**src/rtl/pkt_proto_mon.sv**
```systemverilog
module pkt_proto_mon #(
  parameter int STALL_LIMIT = 100,
  parameter int BEAT_W      = 8,
  localparam int CNT_W      = $clog2(STALL_LIMIT + 1),
  localparam int REC_W      = BEAT_W + 2
) (
  input  logic             clk,
  input  logic             rst_n,
  input  logic             clr,
  input  logic             valid,
  input  logic             ready,
  input  logic             sop,
  input  logic             eop,
  output logic [3:0]       err_flags,
  output logic             err_pulse,
  output logic [REC_W-1:0] hist_last,
  output logic [REC_W-1:0] hist_prev
);

  logic              in_pkt;
  logic              cur_extra;
  logic [BEAT_W-1:0] cur_beats;
  logic [CNT_W-1:0]  stall_cnt;

  logic              xfer;
  logic [3:0]        det;
  logic [3:0]        flag_base;
  logic [BEAT_W-1:0] nxt_beats;
  logic              nxt_extra;
  logic [REC_W-1:0]  rec;

  assign xfer   = valid & ready;
  assign det[0] = xfer & sop & in_pkt;
  assign det[1] = xfer & eop & ~sop & ~in_pkt;
  assign det[2] = (sop | eop) & ~valid;
  assign det[3] = ~ready & (stall_cnt == CNT_W'(STALL_LIMIT));

  assign flag_base = clr ? 4'b0 : err_flags;

  assign nxt_beats = (sop | ~in_pkt) ? BEAT_W'(1)
                   : (&cur_beats)    ? cur_beats
                   :                   cur_beats + BEAT_W'(1);
  assign nxt_extra = sop ? in_pkt : cur_extra;
  assign rec       = {sop | in_pkt, nxt_extra, nxt_beats};

  always_ff @(posedge clk) begin
    if (!rst_n) begin
      stall_cnt <= '0;
    end else if (ready) begin
      stall_cnt <= '0;
    end else if (stall_cnt != CNT_W'(STALL_LIMIT)) begin
      stall_cnt <= stall_cnt + CNT_W'(1);
    end
  end

  always_ff @(posedge clk) begin
    if (!rst_n) begin
      err_flags <= '0;
      err_pulse <= 1'b0;
    end else begin
      err_flags <= flag_base | det;
      err_pulse <= (|det) & ~(|flag_base);
    end
  end

  always_ff @(posedge clk) begin
    if (!rst_n) begin
      in_pkt    <= 1'b0;
      cur_extra <= 1'b0;
      cur_beats <= '0;
      hist_last <= '0;
      hist_prev <= '0;
    end else if (xfer) begin
      if (eop) begin
        hist_prev <= hist_last;
        hist_last <= rec;
        in_pkt    <= 1'b0;
        cur_extra <= 1'b0;
        cur_beats <= '0;
      end else if (sop | in_pkt) begin
        in_pkt    <= 1'b1;
        cur_extra <= nxt_extra;
        cur_beats <= nxt_beats;
      end
    end
  end

endmodule

```
**config.mk**
```make
export PLATFORM = sky130hd
export DESIGN_NAME = pkt_proto_mon
export DESIGN_NICKNAME = d
export VERILOG_FILES = /design/src/rtl/pkt_proto_mon.sv
export SDC_FILE = /design/constraint.sdc
export NUM_CORES = 1
export LEC_CHECK = 0
export BUFFER_PORTS_ARGS = -buffer_cell sky130_fd_sc_hd__buf_2
export CAP_MARGIN = 25
export CORE_ASPECT_RATIO = 1.75
export CORE_MARGIN = 4
export CORE_UTILIZATION = 55
export CTS_CLUSTER_DIAMETER = 80
export DETAILED_ROUTE_END_ITERATION = 8
export PLACE_DENSITY = 0.77
export SYNTH_ARGS = -nofsm -noshare
export SYNTH_HDL_FRONTEND = slang
export SYNTH_SLANG_ARGS = --single-unit
```
**constraint.sdc**
```tcl
create_clock -name clk -period 2.96 [get_ports clk]
set_input_delay 0.444 -clock clk [delete_from_list [all_inputs] [get_ports clk]]
set_output_delay 0.444 -clock clk [all_outputs]
set_load 0.005 [all_outputs]
```
==> results of run 1 <==
power by group:
group	internal, uW	leakage [uW]	switching (uW)
clock network	188	0.0000482	180
registers	573	0.000340	7.25
logic	23.2	0.000433	40.3
total	784	0.000821	228
cell type report:
type | instances | area, sq um
clock inverter | 1 | 5.00
clock buffer | 7 | 86.3
timing repair buffer | 33 | 170
multi-input combinational | 169 | 948
inverter | 7 | 26.3
fill | 291 | 1080
sequential | 42 | 841
tap | 43 | 53.8
routing by layer:
| layer | vias to the layer above | share of wire, % | GRT usage, % |
|---|---|---|---|
| met5 | - | 0 | 0 |
| met4 | 0 | 1.4 | 7.21 |
| met3 | 4 | 4.2 | 4.39 |
| met2 | 33 | 54 | 34.2 |
| met1 | 747 | 41 | 21.3 |
| li1 | 855 | - | - |
synth_stat cells (2+ instances only):
cell type	n	share of area, %
clkbuf_1	4	0.80
nand3_1	11	2.9
inv_1	7	1.4
a21oi_1	27	7.2
nor2_1	19	3.8
mux2i_1	4	2.1
and3_1	3	1.0
a211oi_1	2	0.80
ha_1	3	2.0
o31ai_1	2	0.80
or4_1	4	1.6
buf_2	5	1.3
nand2b_1	2	0.66
dfxtp_1	42	45
nor3_1	3	0.80
o21ai_0	12	3.2
nand2_1	45	9.0
a31oi_1	2	0.66
nand4_1	3	1.0
xnor2_1	5	2.3
xor2_1	3	1.4
worst max-delay path: cells and delay by family, from the launching register on:
kind,cells,cell delay (ns)
AOI/OAI and AO/OA,2,0.42
DFF,1,0.49
and+or+nand+nor,2,0.72
state kept, by name, summed over array words and instances, names as in the netlist:
register	count
hist_last	10
hist_prev	10
cur_beats	8
stall_cnt	7
err_flags	4
cur_extra	1
err_pulse	1
in_pkt	1
through the flow:
step,power (uW),area (sq um)
2_1_floorplan,639,1880
3_3_place_gp,656,2040
3_5_place_dp,657,2040
4_1_cts,1020,2130
5_1_grt,1050,2130
6_report,1010,2130
final timing paths:
kind	from	to	slack [ns]
worst max-delay path	in_pkt	hist_last[9]	1.21
worst min-delay path	hist_prev[4]	hist_prev[4]	0.45
worst max register to register	in_pkt	hist_last[9]	1.21
worst min register to register	hist_prev[4]	hist_prev[4]	0.45
cells by family after synthesis:
logic type	after synthesis	synth area share (%)
compound gates	55	17.9
buf+inv	20	4.98
mux	4	2.13
simple gates	99	24.7
xor+xnor	8	3.72
flops	42	44.7
fa+ha+maj	3	1.99
layout by cell type, fill, tap and decap left out, types with 4 or more instances in the layout:
cell | netlist | layout
nand2_1 | 45 | 45
dfxtp_1 | 42 | 42
buf_2 | 5 | 31
a21oi_1 | 27 | 27
nor2_1 | 19 | 19
o21ai_0 | 12 | 12
nand3_1 | 11 | 11
inv_1 | 7 | 7
clkbuf_8 | 0 | 6
xnor2_1 | 5 | 5
or4_1 | 4 | 4
mux2i_1 | 4 | 4
==> reports/metrics.cfg, run 1 <==
[sta]
clock.fmax_ghz = 0.573
post-route-period-util_pct = 59.0
report.final.slew_viol_count = 0
fin_crit_ns = 1.75
setup_viol = 0
slew_headroom_pct = 56.8
fin_setup_tns_ns = 0
whs_ns = 0.453
worstMarginPinSlew_ns = 0.643
grt_setup_unrepaired = no
finalHoldViolations = 0
fin_skew_ns = 0.00555
final.setup.worst_slack_ns = 1.21

[power_and_ir_drop]
p_per_area_nw_per_um2 = 475
peakVddDrop_mv = 0.356
leakage_uw = 0.000821

[clock_network]
clk_latency_ns = 0.29
holdBufCountCts = 0
cts_buffers = 5
clk_pin_slew_ns = 0.07
cts_max_level = 2
clockRootBuffer = clkbuf_8
clockBufferDepth = 2
cts_tree = yes
cts_resized = 0
cts.sinks = 42
post-cts-setup-buffers = 0

[placed_design]
place.gp.congestion = 0.847
placed_cells = 294
io_buffers = 31
hpwlAfterDp_um = 2920
dp_slack_ns = 1.05

[global_route]
grt_pass1_wl_um = 6640
grt_max_degree = 19
grt_overflow = 0
grt.total_usage_pct = 19.2
grt_pass1_vias = 1535
antenna_found_initial = 0

[synthesis]
syn_nets = 241
ys_seq_area_share_pct = 44.7
synthCells = 231
yosysUniqueCellTypes = 44
synthFlopType = dfxtp_1
async_flop_share_pct = 0
ys_warn_count = 0
netlist_area_sq_um = 1880
ys_ff_latch = 42
synth_edf_count = 0
syn_avg_cell_area_sq_um = 8.15

[flow_run]
drv_cap = 0

[critical_path]
crit_path_end_kind = flop
critPathSlowestCell = dfxtp_1
worstPathArrival_ns = 1.93
cp.required_ns = 3.15
cpPeakStageDelay_ns = 0.49
rr_worst_depth = 4
cp_max_fo = 14
crit_chain = o311a_2 -> nand2_1 -> or3_1 -> o211a_1
critPathKind = flop to flop
cp-start-kind = flop

[floorplanning]
io_pins = 32
die_x_um = 52.2
die_h_um = 85.4
num_rows = 27
dieArea_sq_um = 4460
core_area_sq_um = 3210
initial_core_util_pct = 58.7

[worst_hold_path]
hold_path_class = flop to flop
hold_path_depth = 2

[detailed_routing]
drt-initial-drc-count = 48
antenna_left = 0
routedWlPerCell_um = 12.8
drc_errors = 0
vias = 1639
vias_per_cell = 5.43
drt_wl_total_um = 3850
first_pass_iters = 4

[cells_and_area]
syn2layout_area_growth_pct = 13.2
n_antenna_cell = 0
nets = 268
fin_cells = 302
post-route-util_pct = 66.4
drive_gt1_share_pct = 18.1

[status]
status = complete, no violations

Power figures use the tool's default switching activity.
==> inputs of run 2 (changes only) <==
==> constraint.sdc (replaced) <==
create_clock -name clk -period 1.8 [get_ports clk]
set_input_delay 0.27 -clock clk [delete_from_list [all_inputs] [get_ports clk]]
set_output_delay 0.27 -clock clk [all_outputs]
set_load 0.005 [all_outputs]
==> reports/metrics.cfg, run 2 (synthesis gave the netlist of run 1 again) <==
[sta]
finalHoldViolations = 0  ; unchanged
clock.fmax_ghz = 0.619  ; was 0.573 GHz
fin_skew_ns = 0.00353  ; was 0.00555 ns
worstMarginPinSlew_ns = 0.627  ; was 0.643 ns
fin_crit_ns = 1.61  ; was 1.75 ns
fin_setup_tns_ns = 0  ; unchanged
slew_headroom_pct = 58.1  ; was 56.8%
setup_viol = 0  ; unchanged
grt_setup_unrepaired = no  ; unchanged
post-route-period-util_pct = 89.7  ; was 59.0%
report.final.slew_viol_count = 0  ; unchanged

[critical_path]
cpPeakStageDelay_ns = 0.49  ; about the same
crit_chain = or3b_4 -> or4_1 -> a31oi_1  ; was o311a_2 -> nand2_1 -> or3_1 -> o211a_1
timing.rr.end = cur_beats[3]  ; was hist_last[9]
critPathKind = flop to flop  ; unchanged
worstPathArrival_ns = 1.84  ; was 1.93 ns
r2r_slack_ns = 0.19  ; was 1.21 ns
cp.required_ns = 2.02  ; was 3.15 ns
critPathSlowestCell = dfxtp_1  ; unchanged
cp-start-kind = flop  ; unchanged
cp_max_fo = 10  ; was 14
timing.rr.start = in_pkt  ; unchanged
crit_path_end_kind = flop  ; unchanged
rr_worst_depth = 3  ; was 4

[floorplanning]
num_rows = 27  ; unchanged
initial_core_util_pct = 58.7  ; unchanged
core_area_sq_um = 3210  ; unchanged
io_pins = 32  ; unchanged
dieArea_sq_um = 4460  ; unchanged
die_h_um = 85.4  ; unchanged
die_x_um = 52.2  ; unchanged

[placed_design]
place.gp.congestion = 0.883  ; was 0.847
hpwlAfterDp_um = 3130  ; was 2920 um
dpl-instance-area_sq_um = 2090  ; was 2040 sq um
placed_cells = 301  ; was 294
io_buffers = 31  ; unchanged

[global_route]
antenna_found_initial = 0  ; unchanged
grt_max_degree = 18  ; was 19
grt_pass1_wl_um = 7290  ; was 6640 um
grt_pass1_vias = 1611  ; was 1535
grt.total_usage_pct = 21.4  ; was 19.2%
grt_overflow = 0  ; unchanged

[power_and_ir_drop]
p_per_area_nw_per_um2 = 758  ; was 475 nW/um^2
power_uw = 1650  ; was 1010 uW
leakage_uw = 0.000849  ; was 0.000821 uW
peakVddDrop_mv = 0.604  ; was 0.356 mV

[cells_and_area]
syn2layout_area_growth_pct = 15.6  ; was 13.2%
fin_cells = 307  ; was 302
reg_top3 = hist_last (10), hist_prev (10), cur_beats (8)  ; unchanged
n_antenna_cell = 0  ; unchanged
final_common_cell = nand2_1  ; unchanged
layout_common_cells = nand2_1, dfxtp_1, buf_2, a21oi_1, nor2_1  ; unchanged
drive_gt1_share_pct = 20.5  ; was 18.1%
nets = 275  ; was 268
post-route-util_pct = 67.8  ; was 66.4%
post-route-cell-area_sq_um = 2180  ; was 2130 sq um

[detailed_routing]
vias_per_cell = 5.51  ; was 5.43
first_pass_iters = 5  ; was 4
vias = 1692  ; was 1639
drc_errors = 0  ; unchanged
routedWlPerCell_um = 13.8  ; was 12.8 um
antenna_left = 0  ; unchanged
drt-initial-drc-count = 63  ; was 48
drt_wl_total_um = 4240  ; was 3850 um

[clock_network]
clk_pin_slew_ns = 0.07  ; about the same
clockBufferDepth = 2  ; unchanged
cts_buffers = 5  ; unchanged
cts_max_level = 2  ; unchanged
cts.sinks = 42  ; unchanged
clockRootBuffer = clkbuf_8  ; unchanged
post-cts-setup-buffers = 0  ; unchanged
clk_latency_ns = 0.29  ; about the same
holdBufCountCts = 0  ; unchanged
cts_tree = yes  ; unchanged

[flow_run]
drv_cap = 0  ; unchanged

[worst_hold_path]
hp-start = clr  ; was hist_prev[4]
hold_path_class = input pin to flop  ; was flop to flop
hold_path_end = err_flags[1]  ; was hist_prev[4]
hold_path_depth = 3  ; was 2

[status]
status = complete, no violations  ; unchanged

==> run 2: cell types whose count changed in the layout (fill, tap and decap cells not counted), sizes merged <==
cell	delta
clkbuf	-1
clkinv	-1
buf	+7
==> run 2: power by group <==
part | internal (uW) | switching, uW
clock network | 296 | 290
logic | 42.9 | 69.7
registers | 942 | 11.8
total | 1280 | 371
==> run 2: timing repair <==
| action | in CTS | in global routing |
|---|---|---|
| hold endpoints to repair | 0 | 0 |
| endpoints found under the setup margin | 0 | 1 |
| resized for setup | 0 | 1 |
==> run 2: critical path, delay by kind of cell (launching register included) <==
| family | cells | cell delay (ns) |
|---|---|---|
| AO/OA/AOI/OAI | 1 | 0.16 |
| AND/OR/NAND/NOR | 2 | 0.90 |
| flip-flops | 1 | 0.49 |
==> run 2: worst max path at each step <==
stage | startpoint | endpoint | slack [ns] | cells past startpoint
after floorplan | in_pkt | cur_beats[3] | 0.32 | 4
after global placement | in_pkt | cur_beats[3] | 0.23 | 3
after detailed placement | cur_beats[0] | cur_beats[6] | 0.20 | 5
after CTS | cur_beats[0] | cur_beats[6] | 0.17 | 5
after global routing | cur_beats[0] | cur_beats[6] | 0.04 | 5
final | in_pkt | cur_beats[3] | 0.19 | 3
==> run 2: stage by stage <==
stage               hold WS (ns)  worst slack [ns]
floorplan                  0.439             0.323
global placement           0.439             0.229
detailed placement         0.444             0.195
CTS                        0.273             0.170
global route               0.282            0.0374
finish                     0.284             0.185
==> run 2: per-layer routing <==
metal	track usage [%]	up-vias	wire length [um]
met4	9.30	0	104
met2	38.3	52	2320
met5	0	-	0
li1	-	870	-
met3	4.39	11	190
met1	23.4	759	1620
==> run 2: final cells by class <==
cell class                 instances  area (sq um)
inverter                           7          26.3
fill                             293          1030
timing repair buffer              40           223
sequential                        42           841
multi-input combinational        169           951
tap                               43          53.8
clock buffer                       6          82.6
==> inputs of run 3 (changes only) <==
==> constraint.sdc (replaced) <==
create_clock -name clk -period 1.9 [get_ports clk]
set_input_delay 0.285 -clock clk [delete_from_list [all_inputs] [get_ports clk]]
set_output_delay 0.285 -clock clk [all_outputs]
set_load 0.005 [all_outputs]
==> reports/metrics.cfg, run 3 (synthesis gave the netlist of run 1 again) <==
[global_route]
grt_overflow = 0  ; unchanged
grt.total_usage_pct = 20.2  ; was 21.4%
met1_usage_pct = 23.0  ; was 23.4%
grt_pass1_wl_um = 6930  ; was 7290 um
grt_max_degree = 18  ; unchanged
busiest_layer = met2  ; unchanged
antenna_found_initial = 0  ; unchanged
use_met2_pct = 33.7  ; was 38.3%
grt_pass1_vias = 1595  ; was 1611
met3_usage_pct = 4.39  ; unchanged

[flow_run]
drv_cap = 0  ; unchanged

[power_and_ir_drop]
p_per_area_nw_per_um2 = 783  ; was 758 nW/um^2
power_uw = 1710  ; was 1650 uW
leakage_uw = 0.000843  ; was 0.000849 uW
peakVddDrop_mv = 1.02  ; was 0.604 mV

[cells_and_area]
multi_input_area_sq_um = 948  ; was 951 sq um
n_antenna_cell = 0  ; unchanged
nFillCells = 283  ; was 293
nets = 272  ; was 275
drive_gt1_share_pct = 19.8  ; was 20.5%
post-route-util_pct = 68.0  ; was 67.8%
final_common_cell = nand2_1  ; unchanged
syn2layout_area_growth_pct = 15.9  ; was 15.6%
fin_cells = 306  ; was 307
seqCellArea_sq_um = 841  ; unchanged
layout_common_cells = nand2_1, dfxtp_1, buf_2, a21oi_1, nor2_1  ; unchanged
reg_top3 = hist_last (10), hist_prev (10), cur_beats (8)  ; unchanged

[clock_network]
cts_resized = 0  ; unchanged
post-cts-setup-buffers = 0  ; unchanged
cts_max_level = 2  ; unchanged
clockBufferDepth = 2  ; unchanged
cts.sinks = 42  ; unchanged
clockRootBuffer = clkbuf_8  ; unchanged
clk_pin_slew_ns = 0.08  ; was 0.07 ns
holdBufCountCts = 0  ; unchanged
cts_buffers = 5  ; unchanged
clk_latency_ns = 0.29  ; about the same
cts_tree = yes  ; unchanged

[critical_path]
cp-start-kind = flop  ; unchanged
crit_chain = or3b_4 -> or4_1 -> a31oi_1  ; unchanged
cp_max_fo = 10  ; unchanged
crit_family = simple AND/OR/NAND/NOR gates  ; unchanged
crit_path_end_kind = flop  ; unchanged
worstPathArrival_ns = 1.87  ; was 1.84 ns
cpPeakStageDelay_ns = 0.51  ; was 0.49 ns
critPathSlowestCell = dfxtp_1  ; unchanged
cp.required_ns = 2.13  ; was 2.02 ns
critPathKind = flop to flop  ; unchanged
cp.buffers_inverters = 0  ; unchanged

[detailed_routing]
routedWlPerCell_um = 13.2  ; was 13.8 um
first_pass_iters = 4  ; was 5
antenna_left = 0  ; unchanged
drt_wl_total_um = 4020  ; was 4240 um
drt-initial-drc-count = 49  ; was 63
drc_errors = 0  ; unchanged
vias_per_cell = 5.56  ; was 5.51
vias = 1702  ; was 1692

[sta]
fin_setup_tns_ns = 0  ; unchanged
finalHoldViolations = 0  ; unchanged
worstMarginPinSlew_ns = 0.684  ; was 0.627 ns
report.final.slew_viol_count = 0  ; unchanged
fin_skew_ns = 0.00396  ; was 0.00353 ns
fin_crit_ns = 1.64  ; was 1.61 ns
setup_viol = 0  ; unchanged
grt_setup_unrepaired = no  ; unchanged
post-route-period-util_pct = 86.3  ; was 89.7%
clock.fmax_ghz = 0.610  ; was 0.619 GHz
slew_headroom_pct = 54.3  ; was 58.1%
whs_ns = 0.290  ; was 0.284 ns

[placed_design]
io_buffers = 31  ; unchanged
place.gp.congestion = 0.893  ; was 0.883
hpwlAfterDp_um = 2950  ; was 3130 um
placed_cells = 298  ; was 301

[status]
status = complete, no violations  ; unchanged

[floorplanning]
die_h_um = 85.4  ; unchanged
dieArea_sq_um = 4460  ; unchanged
num_rows = 27  ; unchanged
initial_core_util_pct = 58.7  ; unchanged
die_x_um = 52.2  ; unchanged
core_area_sq_um = 3210  ; unchanged
io_pins = 32  ; unchanged

[worst_hold_path]
hold_path_class = input pin to flop  ; unchanged

run 3: layer usage:
layer / vias up / routed length (um)
li1: 866 / -
met1: 755 / 1600
met2: 63 / 2020
met3: 18 / 235
met4: 0 / 167
met5: - / 0
run 3: layout make-up:
type                       instances  share of cell area [%]
timing repair buffer              37                    9.17
multi-input combinational        169                    43.4
inverter                           7                    1.20
clock buffer                       5                    3.15
clock inverter                     3                    2.06
sequential                        42                    38.5
tap                               43                    2.46
run 3: final timing paths:
check,to,start,cells past startpoint,slack [ns]
max reg2reg,cur_beats[3],in_pkt,3,0.26
max,cur_beats[3],in_pkt,3,0.26
min reg2reg,hist_prev[7],hist_prev[7],2,0.45
min,err_flags[1],clr,3,0.29
run 3: worst min-delay path, stage by stage:
cell and delay (ns):
buf_2 0.10, nand2b_1 0.10, a21oi_1 0.06
run 3: stage by stage:
stage	setup slack, ns	instance area, sq um
floorplan	0.420	1880
global placement	0.333	2070
detailed placement	0.284	2070
CTS	0.259	2180
global route	0.123	2180
finish	0.261	2180
run 3: where the power goes:
part | internal, uW | leakage [uW] | switching (uW)
logic | 39.1 | 0.000453 | 65.1
clock network | 391 | 0.0000504 | 311
registers | 892 | 0.000340 | 11.1
